File: config.mk
export PLATFORM = sky130hd
export DESIGN_NAME = stat_irq_ctrl
export DESIGN_NICKNAME = d
export VERILOG_FILES = /design/src/rtl/stat_irq_pkg.sv /design/src/rtl/sif_flag_bank.sv /design/src/rtl/sif_mask_reg.sv /design/src/rtl/sif_status_pack.sv /design/src/rtl/sif_irq_gen.sv /design/src/rtl/stat_irq_ctrl.sv
export SDC_FILE = /design/constraint.sdc
export NUM_CORES = 1
export LEC_CHECK = 0
export BUFFER_PORTS_ARGS = -buffer_cell sky130_fd_sc_hd__buf_2
export CORE_UTILIZATION = 35
export DETAILED_ROUTE_END_ITERATION = 16
export MAX_ROUTING_LAYER = met4
export PLACE_DENSITY = 0.76
export SYNTH_ARGS = -nofsm -noshare
export SYNTH_HDL_FRONTEND = slang
export SYNTH_HIERARCHICAL = 1
export SYNTH_SLANG_ARGS = --single-unit
File: constraint.sdc
create_clock -name clk -period 1.1 [get_ports clk]
set_input_delay 0.165 -clock clk [delete_from_list [all_inputs] [get_ports clk]]
set_output_delay 0.165 -clock clk [all_outputs]
set_load 0.01 [all_outputs]
File: src/rtl/stat_irq_pkg.sv
`timescale 1ns/1ps
package stat_irq_pkg;
   localparam int WORD_W    = 16;
   localparam int BUSY_BASE = 12;
   localparam int BUSY_N    = 4;
   localparam int POS_CYC   = BUSY_BASE + 0;
   localparam int POS_RST   = BUSY_BASE + 1;
   localparam int POS_DAT   = BUSY_BASE + 2;
   localparam int POS_BRK   = BUSY_BASE + 3;

   typedef logic [WORD_W-1:0] word_t;

   typedef struct packed {
      logic brk;
      logic dat;
      logic rst;
      logic cyc;
   } busy_t;
endpackage

File: src/rtl/sif_flag_bank.sv
`timescale 1ns/1ps
module sif_flag_bank #(
   parameter int NUM_SRC = 6
) (
   input  logic               clk,
   input  logic               rst_n,
   input  logic [NUM_SRC-1:0] evt,
   input  logic               clr_go,
   input  logic [NUM_SRC-1:0] clr_bits,
   output logic [NUM_SRC-1:0] flags
);
   generate
      for (genvar k = 0; k < NUM_SRC; k++) begin : g_flag
         logic hold_q;
         always_ff @(posedge clk or negedge rst_n) begin
            if (!rst_n)
               hold_q <= 1'b0;
            else if (evt[k])
               hold_q <= 1'b1;
            else if (clr_go && clr_bits[k])
               hold_q <= 1'b0;
         end
         assign flags[k] = hold_q;
      end
   endgenerate
endmodule

File: src/rtl/sif_mask_reg.sv
`timescale 1ns/1ps
module sif_mask_reg #(
   parameter int NUM_SRC = 6
) (
   input  logic               clk,
   input  logic               rst_n,
   input  logic               we,
   input  logic [NUM_SRC-1:0] din,
   output logic [NUM_SRC-1:0] mask
);
   always_ff @(posedge clk or negedge rst_n) begin
      if (!rst_n)
         mask <= '0;
      else if (we)
         mask <= din;
   end
endmodule

File: src/rtl/sif_status_pack.sv
`timescale 1ns/1ps
module sif_status_pack
   import stat_irq_pkg::*;
#(
   parameter int NUM_SRC = 6
) (
   input  logic [NUM_SRC-1:0] flags,
   input  busy_t              busy,
   output word_t              word
);
   localparam int GAP_LO = NUM_SRC;
   localparam int GAP_N  = BUSY_BASE - NUM_SRC;

   assign word[NUM_SRC-1:0] = flags;
   generate
      if (GAP_N > 0) begin : g_gap
         assign word[BUSY_BASE-1:GAP_LO] = '0;
      end
   endgenerate
   assign word[POS_CYC] = busy.cyc;
   assign word[POS_RST] = busy.rst;
   assign word[POS_DAT] = busy.dat;
   assign word[POS_BRK] = busy.brk;
endmodule

File: src/rtl/sif_irq_gen.sv
`timescale 1ns/1ps
module sif_irq_gen #(
   parameter int NUM_SRC = 6,
   parameter bit IRQ_REG = 1'b0
) (
   input  logic               clk,
   input  logic               rst_n,
   input  logic [NUM_SRC-1:0] flags,
   input  logic [NUM_SRC-1:0] mask,
   output logic               irq_n
);
   logic pend;
   assign pend = |(flags & ~mask);

   generate
      if (IRQ_REG) begin : g_reg
         logic irq_q;
         always_ff @(posedge clk or negedge rst_n) begin
            if (!rst_n)
               irq_q <= 1'b1;
            else
               irq_q <= ~pend;
         end
         assign irq_n = irq_q;
      end else begin : g_comb
         logic unused_clk;
         assign unused_clk = clk ^ rst_n;
         assign irq_n = ~pend;
      end
   endgenerate
endmodule

File: src/rtl/stat_irq_ctrl.sv
`timescale 1ns/1ps
module stat_irq_ctrl
   import stat_irq_pkg::*;
#(
   parameter int NUM_SRC = 6,
   parameter bit IRQ_REG = 1'b0
) (
   input  logic               clk,
   input  logic               rst_n,
   input  logic [NUM_SRC-1:0] evt_i,
   input  logic               cyc_run_i,
   input  logic               rst_busy_i,
   input  logic               dat_busy_i,
   input  logic               brk_busy_i,
   input  logic               clr_en_i,
   input  logic               clr_we_i,
   input  logic [WORD_W-1:0]  clr_data_i,
   input  logic               msk_we_i,
   input  logic [WORD_W-1:0]  msk_data_i,
   output logic [WORD_W-1:0]  status_o,
   output logic [WORD_W-1:0]  mask_o,
   output logic               irq_n_o
);
   generate
      if (NUM_SRC < 1 || NUM_SRC > BUSY_BASE) begin : g_bad_src
         $error("stat_irq_ctrl: NUM_SRC must lie in 1..%0d", BUSY_BASE);
      end
      if (BUSY_BASE + BUSY_N != WORD_W) begin : g_bad_word
         $error("stat_irq_ctrl: busy field must end at the top of the word");
      end
   endgenerate

   logic [NUM_SRC-1:0] flags;
   logic [NUM_SRC-1:0] mask;
   busy_t              busy;
   logic               unused_hi;

   generate
      if (NUM_SRC < WORD_W) begin : g_hi
         assign unused_hi = ^{clr_data_i[WORD_W-1:NUM_SRC], msk_data_i[WORD_W-1:NUM_SRC]};
         assign mask_o[WORD_W-1:NUM_SRC] = '0;
      end else begin : g_nohi
         assign unused_hi = 1'b0;
      end
   endgenerate

   assign busy = '{brk: brk_busy_i, dat: dat_busy_i, rst: rst_busy_i, cyc: cyc_run_i};

   sif_flag_bank #(.NUM_SRC(NUM_SRC)) u_flags (
      .clk      (clk),
      .rst_n    (rst_n),
      .evt      (evt_i),
      .clr_go   (clr_we_i & clr_en_i),
      .clr_bits (clr_data_i[NUM_SRC-1:0]),
      .flags    (flags)
   );

   sif_mask_reg #(.NUM_SRC(NUM_SRC)) u_mask (
      .clk   (clk),
      .rst_n (rst_n),
      .we    (msk_we_i),
      .din   (msk_data_i[NUM_SRC-1:0]),
      .mask  (mask)
   );

   sif_status_pack #(.NUM_SRC(NUM_SRC)) u_pack (
      .flags (flags),
      .busy  (busy),
      .word  (status_o)
   );

   sif_irq_gen #(.NUM_SRC(NUM_SRC), .IRQ_REG(IRQ_REG)) u_irq (
      .clk   (clk),
      .rst_n (rst_n),
      .flags (flags),
      .mask  (mask),
      .irq_n (irq_n_o)
   );

   assign mask_o[NUM_SRC-1:0] = mask;
endmodule

* After elaboration in Yosys (flattened, before gate mapping)
Cells that the tools add are included.
Word-level totals: bits in registers 12, latch bits 0, RAM bits 0, memory bits (read-only) 0, input port bits 47, output and inout bits 33, word-level logic and storage cells 36, memories kept 0
Cells by class: $add $sub $neg 0, multipliers 0, divide/modulo/power cells 0, $lt $le $gt $ge 0, equal/unequal tests 0, shifts and indexed selects 0, multiplexer cells 12, bitwise logic cells 4, reduce and logical (&&, ||, !) cells 13
Operators with widths (number):
- $mux W1 | 12
- $reduce_bool A2 Y1 | 6
- $and A6 B6 Y6 | 1
- $logic_and A1 B1 Y1 | 6
- $not A6 Y6 | 1
- $reduce_or A6 Y1 | 1
- $and A1 B1 Y1 | 1
- $not A1 Y1 | 1

* Depth between registers and ports, before layout
Gate-level depths: netlist of run 1.
depth in word-level cells 4, mapped depth 4

* Cells and area by module
The synthesis of run 1 kept the hierarchy.
By module, submodules not included:
- sif_flag_bank | instances 1, cells each 24, area each 262.8 sq um, sequential area each 150.1 sq um
- sif_mask_reg | instances 1, cells each 13, area each 251.5 sq um, sequential area each 150.1 sq um
- sif_status_pack | instances 1, cells each 17, area each 123.9 sq um, sequential area each 0.0 sq um
- stat_irq_ctrl | instances 1, cells each 12, area each 85.1 sq um, sequential area each 0.0 sq um
- sif_irq_gen | instances 1, cells each 10, area each 57.6 sq um, sequential area each 0.0 sq um

* Worst setup path before layout of run 1
OpenSTA, ideal clock, no wires.
path kind register to output, from reg u_flags.g_flag[0].hold_q, to out irq_n_o, data arrival time 826 ps, required time 935 ps, setup slack 109 ps, stages on the path, launching flop included 5, buffers on the path 1, cell sequence dfrtp_1 -> buf_4 -> inv_2 -> o22ai_2 -> nor3_2
On the way: longest elaborated chain between the ends 3
Ends and longest elaborated chain:
- from (decl) | RTL line sif_flag_bank.sv:14 | logic hold_q;
- from (signal assigned) | RTL line sif_flag_bank.sv:17 | hold_q <= 1'b0;
- from (signal assigned) | RTL line sif_flag_bank.sv:19 | hold_q <= 1'b1;
- from (signal assigned) | RTL line sif_flag_bank.sv:21 | hold_q <= 1'b0;
- $and A6 B6 Y6 | RTL line sif_irq_gen.sv:13 | assign pend = |(flags & ~mask);
- $reduce_or A6 Y1 | RTL line sif_irq_gen.sv:13
- $not A1 Y1 | RTL line sif_irq_gen.sv:28 | assign irq_n = ~pend;
- to (decl) | RTL line stat_irq_ctrl.sv:22 | output logic irq_n_o
No other way between the ends.

* Worst setup path after layout of run 1
Same ends and word-level chain as after synthesis.

==> results of run 1 <==
kinds of logic after synthesis:
logic type	count (synthesis)	share of synthesized area [%]
multiplexers	6	11.5
flip-flops	12	38.5
AO/OA/AOI/OAI	9	8.97
AND/OR/NAND/NOR	8	4.97
buffers and inverters	39	35.1
other	2	0.962
synth_stat cells, drive strengths merged:
cell     n  area, um^2
buf     33         251
dfrtp   12         300
a21o     6        45.0
mux2     6        90.1
nand2    6        22.5
inv      5        18.8
o22ai    3        25.0
conb     2        7.51
and2     1        6.26
clkinv   1        3.75
nor3     1        10.0
repair_timing:
action | CTS | global route
cloned | 0 | 0
pin swaps | 0 | 0
resized for setup | 2 | 4
hold buffers | 1 | 0
endpoints found under the hold margin | 12 | 0
buffers inserted | 4 | 2
endpoints found under the setup margin | 1 | 5
layout by cell type (no fill, tap or decap):
cell type,instances
sky130_fd_sc_hd__buf_2,31
sky130_fd_sc_hd__conb_1,16
sky130_fd_sc_hd__dfrtp_1,12
sky130_fd_sc_hd__nand2_1,6
sky130_fd_sc_hd__a21o_1,6
sky130_fd_sc_hd__mux2_4,6
sky130_fd_sc_hd__buf_6,5
sky130_fd_sc_hd__buf_4,4
sky130_fd_sc_hd__inv_1,4
sky130_fd_sc_hd__clkbuf_4,3
sky130_fd_sc_hd__o22ai_2,2
sky130_fd_sc_hd__and2_1,1
sky130_fd_sc_hd__clkbuf_8,1
sky130_fd_sc_hd__dlygate4sd3_1,1
sky130_fd_sc_hd__inv_2,1
sky130_fd_sc_hd__clkinv_1,1
sky130_fd_sc_hd__o22ai_1,1
sky130_fd_sc_hd__nor3_2,1
layer usage:
layer | track usage, % | vias up | part of all wire [%]
met2 | 20.8 | 36 | 49
met5 | - | - | 0
li1 | - | 241 | -
met3 | 4.98 | 0 | 10
met4 | 4.41 | 0 | 0
met1 | 14.0 | 235 | 41
worst max-delay path: cells and delay by family (launching register included):
kind	cells	cell delay [ns]
AO/OA/AOI/OAI	1	0.06
flip-flops	1	0.40
buffers and inverters	2	0.21
AND/OR/NAND/NOR	1	0.16
worst max-delay path by stage:
stage | from | to | slack, ns | cells after the start
after floorplan | u_flags/g_flag[0].hold_q | irq_n_o | 0.11 | 4
after global placement | u_flags/g_flag[4].hold_q | irq_n_o | 0.12 | 4
after detailed placement | u_flags/g_flag[0].hold_q | irq_n_o | 0.11 | 4
after CTS | u_flags/g_flag[4].hold_q | irq_n_o | -0.19 | 4
after global routing | u_flags/g_flag[0].hold_q | irq_n_o | -0.25 | 4
final | u_flags/g_flag[0].hold_q | irq_n_o | -0.16 | 4
state kept, by name, summed over array words and instances (netlist names):
signal,count
u_mask/mask,6
u_flags/g_flag.hold_q,6
power groups by stage:
stage | sequential [mW] | combinational [mW] | clock [mW]
finish | 0.503 | 0.238 | 0.346
global route | 0.508 | 0.264 | 0.390
CTS | 0.502 | 0.227 | 0.358
detailed placement | 0.513 | 0.206 | 0
global placement | 0.512 | 0.202 | 0
floorplan | 0.515 | 0.200 | 0
stage by stage:
| stage | power, mW | instances | hold WS [ns] | TNS [ns] | utilization, % |
|---|---|---|---|---|---|
| after floorplan | 0.715 | 90 | -0.131 | 0 | - |
| after global placement | 0.714 | 119 | 0.0492 | 0 | 39.1 |
| after detailed placement | 0.719 | 119 | 0.0530 | 0 | 39.1 |
| after CTS | 1.09 | 128 | 0.0610 | -0.189 | 43.5 |
| after global routing | 1.16 | 129 | 0.0562 | -0.458 | 45.0 |
| final | 1.09 | 129 | 0.0696 | -0.243 | 45.0 |
final cells by class:
class	count	area [um^2]
inverters	6	22.5
repair buffers	41	251
clock buffers	4	36.3
flip-flops and latches	12	300
well taps	27	33.8
multi-input cells	39	265
fillers	196	1110
==> summary.md, run 1 <==
| Metric | Value |
|---|---|
| Result of the run | complete, but fails checks |
| Failing checks | negative setup slack |
| Worst setup timing slack at the placement stage | 0.112 ns |
| Vias in the first global route | 526 |
| Crit-path cells | inv_2 > o22ai_2 > nor3_2 > buf_2 |
| Iteration count of the initial detailed-routing pass | 2 |
| Sw frac | between 20% and 30% |
| Sequential cell area fraction in the yosys report | between 30% and 40% |
| DPL Wire Length | between 1000 and 1500 um |
| Iteration-0 DRC count of the detailed router | 5 |
| Maximum achievable frequency | 795 MHz |
| Global-route total usage across every layer | 12.7% |
| Leakage power of the design | 0.510 nW |
| Depth of the worst register-to-register path | 3 |
| Top-level port count | 80 |
| Global route overflow | 0 |
| ANT nets after route | 0 |
| Overall die width | slightly below 50 um |
| Setup repair after global routing missed its margin | true |
| Design Area, Final | 910 um^2 |
| CTS Sinks | 12 |
| Internal Power | 803 uW |
| Count of different cell masters after synthesis | 14 |
| Shortest clock period the worst path allows after layout | 1.26 ns |
| Source-to-sink clock delay at the later pin of the worst-skew pair | roughly 0.27 ns |
| Cell area after placement | 791 um^2 |
| Share of the cycle needed by the critical path after routing | 114% |
| Hold Vio Cnt, Final | 0 |
| Data arrival time of the critical path | 1.09 ns |
| Top fanout value on the critical path | 2 |
| Cells after Synth | 76 |
| Register-to-register setup slack | 0.20 ns |
| Area of the mapped netlist | between 700 and 800 um^2 |
| Final net count | 150 |
| Switching pwr | 283 uW |
| Hold Path Stages | 2 |
| Clock Tree Root | sky130_fd_sc_hd__clkbuf_4 |
| Average cell area after synthesis | roughly 10 um^2 |
| Worst setup SP type | flop |
| Clock-pin slew on the worst setup and hold paths | 0.07 ns |
| WP data required | 0.94 ns |
| DRC violation count after routing | 0 |
| Avg Vias per Cell | 3.97 |
| Detail-routed net length per standard cell | approximately 10 um |
| Part of the power in registers | 46.3% |
| Reg-to-reg startpoint | u_flags/g_flag[0].hold_q |
| Hold path startpoint | evt_i[4] |
| Largest vdd supply drop | approximately 0.8 mV |
| Die Area | 2420 um^2 |
| Stage delay of the slowest cell on the critical path | 0.40 ns |
| Proportion of power drawn by the clock network | roughly a third |
| Kind of capture point of the worst setup path | output port |
| Capture point of the worst reg-to-reg path | u_flags/g_flag[0].hold_q |
| Hold/Removal Path Class | in -> reg |
| Detailed-route wire length | roughly 1300 um |
| Worst clock skew | 0 ns |
| Chip height | 49.2 um |
| Clock tree buffer depth | 2 |
| Comb power frac | a little over a fifth |
| Max-cap check violation count | 0 |
| Total number of vias | 512 |
| Fraction of final layout cells sized beyond drive strength 1 | 52.9% |
| Initial core utilization | 38.6% |
| Std-Cell Core Area | 2020 um^2 |
| Antenna diode instance count | 0 |
| Slowest stage cell on the critical path | sky130_fd_sc_hd__dfrtp_1 |
| Number of standard-cell rows in the floorplan | 16 |
| Port Buffers | 35 |
| Fin worst setup slack | -0.159 ns |
| Count of synthesis-stage warnings from yosys | 6 |
| Global-route wire length before repair | 2270 um |
| TritonCTS Buffers | 3 |
| H-tree lvl count | 1 |
| Total of flip-flops plus latches after synthesis | 12 |
| Area added between synthesis and finish | 16.5% |
| Clock tree from TritonCTS | built |
| Type of the setup path with the least slack | reg -> out |
| Routability congestion estimate | roughly 0.66 |
| Final setup fails | 2 |
| Total count of max-transition violations in the final report | 0 |
| Terminating pin of the worst hold path | u_flags/g_flag[4].hold_q |
| Pin count of the biggest net entering global routing | 13 |
| Areal power density over the cells | 1190 nW/um^2 |
| Initial antenna violation count | 0 |
Power figures use the tool's default switching activity.
==> run 2: changes to the inputs <==
==> constraint.sdc (replaced) <==
create_clock -name clk -period 1.1 [get_ports clk]
set_input_delay 0.275 -clock clk [delete_from_list [all_inputs] [get_ports clk]]
set_output_delay 0.275 -clock clk [all_outputs]
set_load 0.01 [all_outputs]
==> run 2 against run 1 <==
The run still ends with negative setup slack left. Final area rose by 6.7%. Clock skew did not move. Non-clock buffer count increased by 5. Setup slack got worse by 0.12 ns. First-iteration DRC count shrank 60%. Sequential power about the same. Critical path depth did not move. Register-to-register slack worse by 0.02 ns. Sequential share of layout area down 2.1 points. Die area stayed put. Via count is 1.2% higher. Critical path type unchanged. Critical endpoint unchanged. Largest cell class is now non-clock buffers.
==> summary.md, run 2 (same netlist as run 1, synthesis figures left out) <==
| Metric | Value |
|---|---|
| Maximum achievable frequency | 727 MHz (-8.5%) |
| Hold Vio Cnt, Final | 0 (unchanged) |
| Vias in the first global route | 508 (-3.4%) |
| Kind of capture point of the worst setup path | output port |
| Stage delay of the slowest cell on the critical path | 0.38 ns (-0.02 ns) |
| Top Registers | u_flags/g_flag.hold_q (6), u_mask/mask (6) |
| Fin worst setup slack | -0.275 ns (-0.116 ns) |
| Iteration count of the initial detailed-routing pass | 3 (+1) |
| Fraction of final layout cells sized beyond drive strength 1 | 57.0% (+4.1 points) |
| Crit-path cells | inv_1 > o22ai_1 > nor3_2 > buf_2 |
| Overall die width | 49.2 um (unchanged) |
| DRC violation count after routing | 0 (unchanged) |
| Total number of vias | 518 (+1.2%) |
| Total buffers and inverters traversed by the critical path | 2 (unchanged) |
| Detail-routed net length per standard cell | 9.56 um (-4.2%) |
| Initial antenna violation count | 0 (unchanged) |
| Global-route wire length before repair | 2210 um (-2.5%) |
| Share of the cycle needed by the critical path after routing | 125% (+11 points) |
| Global-route total usage across every layer | 12.6% (-0.14 points) |
| Largest vdd supply drop | 0.434 mV (-46%) |
| Source-to-sink clock delay at the later pin of the worst-skew pair | 0.26 ns (about the same) |
| Avg Vias per Cell | 3.87 (-2.6%) |
| Std-Cell Core Area | 2020 um^2 (unchanged) |
| Worst clock skew | 0 ns (unchanged) |
| Total count of max-transition violations in the final report | 0 (unchanged) |
| DPL Wire Length | 1020 um (-0.85%) |
| Category of cells accounting for the largest share of critical-path delay | flip-flops |
| Clock tree from TritonCTS | built |
| Area added between synthesis and finish | 24.4% |
| Clock tree buffer depth | 2 (unchanged) |
| Total Power Consumption | 1.11 mW (+1.9%) |
| Initial core utilization | 38.6% (unchanged) |
| Die Area | 2420 um^2 (unchanged) |
| H-tree lvl count | 1 (unchanged) |
| Number of standard-cell rows in the floorplan | 16 (unchanged) |
| Iteration-0 DRC count of the detailed router | 2 (-3) |
| Clock Tree Root | sky130_fd_sc_hd__clkbuf_4 |
| Leakage power of the design | 0.539 nW (+5.8%) |
| Failing checks | negative setup slack |
| Setup repair after global routing missed its margin | true |
| Routability congestion estimate | 0.732 (+11%) |
| Slowest stage cell on the critical path | sky130_fd_sc_hd__dfrtp_1 |
| Global route overflow | 0 (unchanged) |
| Hold/Removal Path Class | in -> reg |
| Detailed-route wire length | 1280 um (-0.47%) |
| Data arrival time of the critical path | 1.10 ns (about the same) |
| Result of the run | complete, but fails checks |
| Final setup fails | 7 (+5) |
| Top fanout value on the critical path | 2 (unchanged) |
| Type of the setup path with the least slack | reg -> out |
| Pin count of the biggest net entering global routing | 13 (unchanged) |
| TritonCTS Buffers | 3 (unchanged) |
| Count of placed standard cells in the final layout, fillers left out | 134 (+3.9%) |
| Port Buffers | 35 (unchanged) |
| Post-placement cell count | 123 (+3.4%) |
| Antenna diode instance count | 0 (unchanged) |
| Top-level port count | 80 (unchanged) |
| ANT nets after route | 0 (unchanged) |
| Final worst hold slack | 0.185 ns (+0.115 ns) |
| Worst setup SP type | flop |
| Areal power density over the cells | 1140 nW/um^2 (-4.5%) |
| Most common cell after layout, fill and taps aside | sky130_fd_sc_hd__buf_2 |
| CTS Sinks | 12 (unchanged) |
| Shortest clock period the worst path allows after layout | 1.37 ns (+0.116 ns) |
| Top library cells by usage in the layout, fill and taps aside | sky130_fd_sc_hd__buf_2, sky130_fd_sc_hd__conb_1, sky130_fd_sc_hd__dfrtp_1, sky130_fd_sc_hd__buf_6 |
| Max-cap check violation count | 0 (unchanged) |
| WP data required | 0.82 ns (-0.12 ns) |
| Clock-pin slew on the worst setup and hold paths | 0.07 ns (about the same) |
| Worst setup timing slack at the placement stage | 0.0172 ns (-0.0944 ns) |
| Sum of negative setup slack | -0.785 ns (-0.542 ns) |
| Final net count | 155 (+3.3%) |
| Chip height | 49.2 um (unchanged) |
[run 2: cell types whose count changed in the layout (fill, tap and decap cells not counted), sizes merged]
cell / delta
buf: +5
[run 2: layout make-up]
class                   instances  area, um^2
flip-flops and latches         12         300
well taps                      27        33.8
inverters                       6        22.5
fillers                       203        1050
multi-input cells              39         265
repair buffers                 46         313
clock buffers                   4        36.3
[run 2: path summary, 6_finish.rpt]
| path | from | cells past startpoint | endpoint | slack (ns) |
|---|---|---|---|---|
| max | u_flags/g_flag[5].hold_q | 4 | irq_n_o | -0.27 |
| min | evt_i[0] | 2 | u_flags/g_flag[0].hold_q | 0.19 |
| max reg2reg | u_mask/mask[4] | 2 | u_mask/mask[4] | 0.18 |
| min reg2reg | u_mask/mask[1] | 1 | u_mask/mask[1] | 0.55 |
| max in group asynchronous | rst_n | 2 | u_flags/g_flag[1].hold_q | 0.48 |
| min in group asynchronous | rst_n | 2 | u_mask/mask[1] | 0.42 |
[run 2: power by group]
part           total, mW  internal, mW  switching, mW
Clock              0.338         0.201          0.138
Combinational      0.267         0.151          0.115
Sequential         0.502         0.474         0.0274
Total               1.11         0.826          0.280
[run 2: timing repair]
| action | in CTS | in global routing |
|---|---|---|
| gates resized for setup | 10 | 1 |
| hold endpoints to repair | 12 | 0 |
| buffers inserted | 2 | 6 |
| hold buffers | 1 | 0 |
| endpoints found under the setup margin | 7 | 13 |
| pin swaps | 1 | 0 |
[run 2: metrics by stage]
stage / area, um^2 / utilization [%]
after floorplan: 847 / -
after global placement: 827 / 40.9
after detailed placement: 827 / 40.9
after CTS: 941 / 46.5
after global routing: 971 / 48.0
final: 971 / 48.0
[run 2: metal layers]
layer,part of all wire [%],GRT usage [%],vias to the layer above
li1,-,-,254
met1,41,14.0,234
met2,51,21.2,30
met3,8.5,4.67,0
met4,0,2.94,0
met5,0,-,-
==> run 3: changes to the inputs <==
--- a/config.mk
+++ b/config.mk
@@ -6,10 +6,12 @@
 export NUM_CORES = 1
 export LEC_CHECK = 0
 export BUFFER_PORTS_ARGS = -buffer_cell sky130_fd_sc_hd__buf_2
-export CORE_UTILIZATION = 35
+export CELL_PAD_IN_SITES_DETAIL_PLACEMENT = 1
+export CELL_PAD_IN_SITES_GLOBAL_PLACEMENT = 1
+export CORE_UTILIZATION = 23
 export DETAILED_ROUTE_END_ITERATION = 16
 export MAX_ROUTING_LAYER = met4
-export PLACE_DENSITY = 0.76
+export PLACE_DENSITY = 0.75
 export SYNTH_ARGS = -nofsm -noshare
 export SYNTH_HDL_FRONTEND = slang
 export SYNTH_HIERARCHICAL = 1
==> run 3 against run 2 <==
Highest routed layer is now met4. The flow still finishes with violations (negative setup slack). Flip-flop and latch count stayed put. Final area is 6.4% higher. Maximum frequency is 0.62% lower. Utilization is 15 points lower. Sequential power hardly changed. Clock power is 8.0% higher. Power is 5.2% higher. Non-clock buffer count is 2 higher. Via count is 3.7% higher. Cell count is 14% higher.
==> summary.md, run 3 (same netlist as run 1, synthesis figures left out) <==
| Metric | Value |
|---|---|
| Sum of negative setup slack | -1.20 ns (-0.413 ns) |
| CTS Sinks | 12 (unchanged) |
| Global-route wire length before repair | 2530 um (+14%) |
| Failing checks | negative setup slack |
| Clock-pin slew on the worst setup and hold paths | 0.08 ns (about the same) |
| Largest vdd supply drop | 0.323 mV (-26%) |
| Hold path startpoint | evt_i[5] |
| WP data required | 0.82 ns (about the same) |
| Total count of max-transition violations in the final report | 0 (unchanged) |
| Max-cap check violation count | 0 (unchanged) |
| Maximum achievable frequency | 723 MHz (-0.62%) |
| Top Registers | u_flags/g_flag.hold_q (6), u_mask/mask (6) |
| Overall die width | 60.3 um (+22%) |
| Shortest clock period the worst path allows after layout | 1.38 ns (+0.00860 ns) |
| Fraction of final layout cells sized beyond drive strength 1 | 59.6% (+2.6 points) |
| TritonCTS Buffers | 3 (unchanged) |
| DPL Wire Length | 1360 um (+33%) |
| Worst setup timing slack at the placement stage | 0.00503 ns (-0.0122 ns) |
| DRC violation count after routing | 0 (unchanged) |
| Global-route total usage across every layer | 10.5% (-2.1 points) |
| Worst clock skew | 0 ns (unchanged) |
| Area added between synthesis and finish | 32.4% |
| Hold Path Stages | 2 (unchanged) |
| Top library cells by usage in the layout, fill and taps aside | sky130_fd_sc_hd__buf_2, sky130_fd_sc_hd__conb_1, sky130_fd_sc_hd__buf_6, sky130_fd_sc_hd__dfrtp_1 |
| Top fanout value on the critical path | 2 (unchanged) |
| Iteration count of the initial detailed-routing pass | 2 (-1) |
| Iteration-0 DRC count of the detailed router | 1 (-1) |
| Routability congestion estimate | 0.693 (-5.4%) |
| Global route overflow | 0 (unchanged) |
| Avg Vias per Cell | 3.51 (-9.2%) |
| Clock Tree Root | sky130_fd_sc_hd__clkbuf_4 |
| Top-level port count | 80 (unchanged) |
| Leakage power of the design | 0.565 nW (+4.6%) |
| Antenna diode instance count | 0 (unchanged) |
| Depth of the worst register-to-register path | 2 (unchanged) |
| Total number of vias | 537 (+3.7%) |
| Final net count | 157 (+1.3%) |
| Std-Cell Core Area | 3130 um^2 (+55%) |
| Number of standard-cell rows in the floorplan | 20 (+4) |
| Detailed-route wire length | 1730 um (+35%) |
| Source-to-sink clock delay at the later pin of the worst-skew pair | 0.28 ns (+0.02 ns) |
| Hold Vio Cnt, Final | 0 (unchanged) |
| Register-to-register setup slack | 0.19 ns (about the same) |
| Hold/Removal Path Class | in -> reg |
| H-tree lvl count | 1 (unchanged) |
| Setup repair after global routing missed its margin | true |
| Clock tree buffer depth | 2 (unchanged) |
| Detail-routed net length per standard cell | 11.3 um (+18%) |
| Kind of capture point of the worst setup path | output port |
| ANT nets after route | 0 (unchanged) |
| Reg-to-reg startpoint | u_mask/mask[4] |
| Result of the run | complete, but fails checks |
| Most common cell after layout, fill and taps aside | sky130_fd_sc_hd__buf_2 |
| Clock tree from TritonCTS | built |
| Share of the cycle needed by the critical path after routing | 126% (+0.78 points) |
| Areal power density over the cells | 1130 nW/um^2 (-1.2%) |
| Worst setup SP type | flop |
| Chip height | 60.3 um (+22%) |
| Type of the setup path with the least slack | reg -> out |
| Die Area | 3630 um^2 (+50%) |
| Fin worst setup slack | -0.284 ns (-0.00860 ns) |
| Initial antenna violation count | 0 (unchanged) |
| Pin count of the biggest net entering global routing | 13 (unchanged) |
| Final setup fails | 13 (+6) |
| Data arrival time of the critical path | 1.11 ns (about the same) |
| Vias in the first global route | 531 (+4.5%) |
| Crit. Startpoint | u_flags/g_flag[0].hold_q |
| Initial core utilization | 25.0% (-14 points) |
| Port Buffers | 35 (unchanged) |
run 3: where the power goes:
part,switching (mW),total (mW),internal [mW]
clock network,0.164,0.365,0.201
logic,0.126,0.296,0.170
registers,0.0290,0.503,0.474
total,0.318,1.16,0.846
run 3: final timing paths:
path,to
setup / recovery,irq_n_o
hold / removal,u_flags/g_flag[5].hold_q
setup reg to reg,u_mask/mask[4]
hold reg to reg,u_mask/mask[2]
max in group asynchronous,u_mask/mask[5]
min in group asynchronous,u_mask/mask[4]
run 3: through the flow:
stage	cells	util [%]	cell area [um^2]	hold WS, ns	power (mW)
after global routing	153	33.0	1030	0.158	1.24
after CTS	150	31.7	991	0.160	1.16
after detailed placement	140	27.1	848	0.177	0.740
final	153	33.0	1030	0.167	1.16
after global placement	140	27.1	848	0.164	0.732
after floorplan	90	-	847	-0.0206	0.723
run 3: area by class of cell:
class                   instances  area, um^2
clock buffers                   4        36.3
inverters                       6        22.5
repair buffers                 48         348
fillers                       382        2090
well taps                      44        55.1
multi-input cells              39         272
flip-flops and latches         12         300
run 3: worst max-delay path, cell delays in order (launching register included):
cell and delay, ns:
sky130_fd_sc_hd__dfrtp_1 0.40, sky130_fd_sc_hd__inv_2 0.06, sky130_fd_sc_hd__o22ai_2 0.07, sky130_fd_sc_hd__nor3_2 0.16, sky130_fd_sc_hd__buf_2 0.15
run 3: routing by layer:
layer  wire length (um)  vias up  GRT usage, %  part of all wire, %
met5                  0        -             -                    0
met4                 25        0          4.98                  1.4
met3                134        4          3.25                  7.7
met2                827       36          16.5                   48
met1                743      235          12.1                   43
li1                   -      262             -                    -
run 3: what timing repair did:
action	4_1_cts	5_1_grt
gates resized for setup	11	5
setup buffers	5	4
hold buffers	1	0
setup endpoints to repair	13	13
pin swaps	1	2
gates cloned	0	0
hold endpoints to repair	12	0
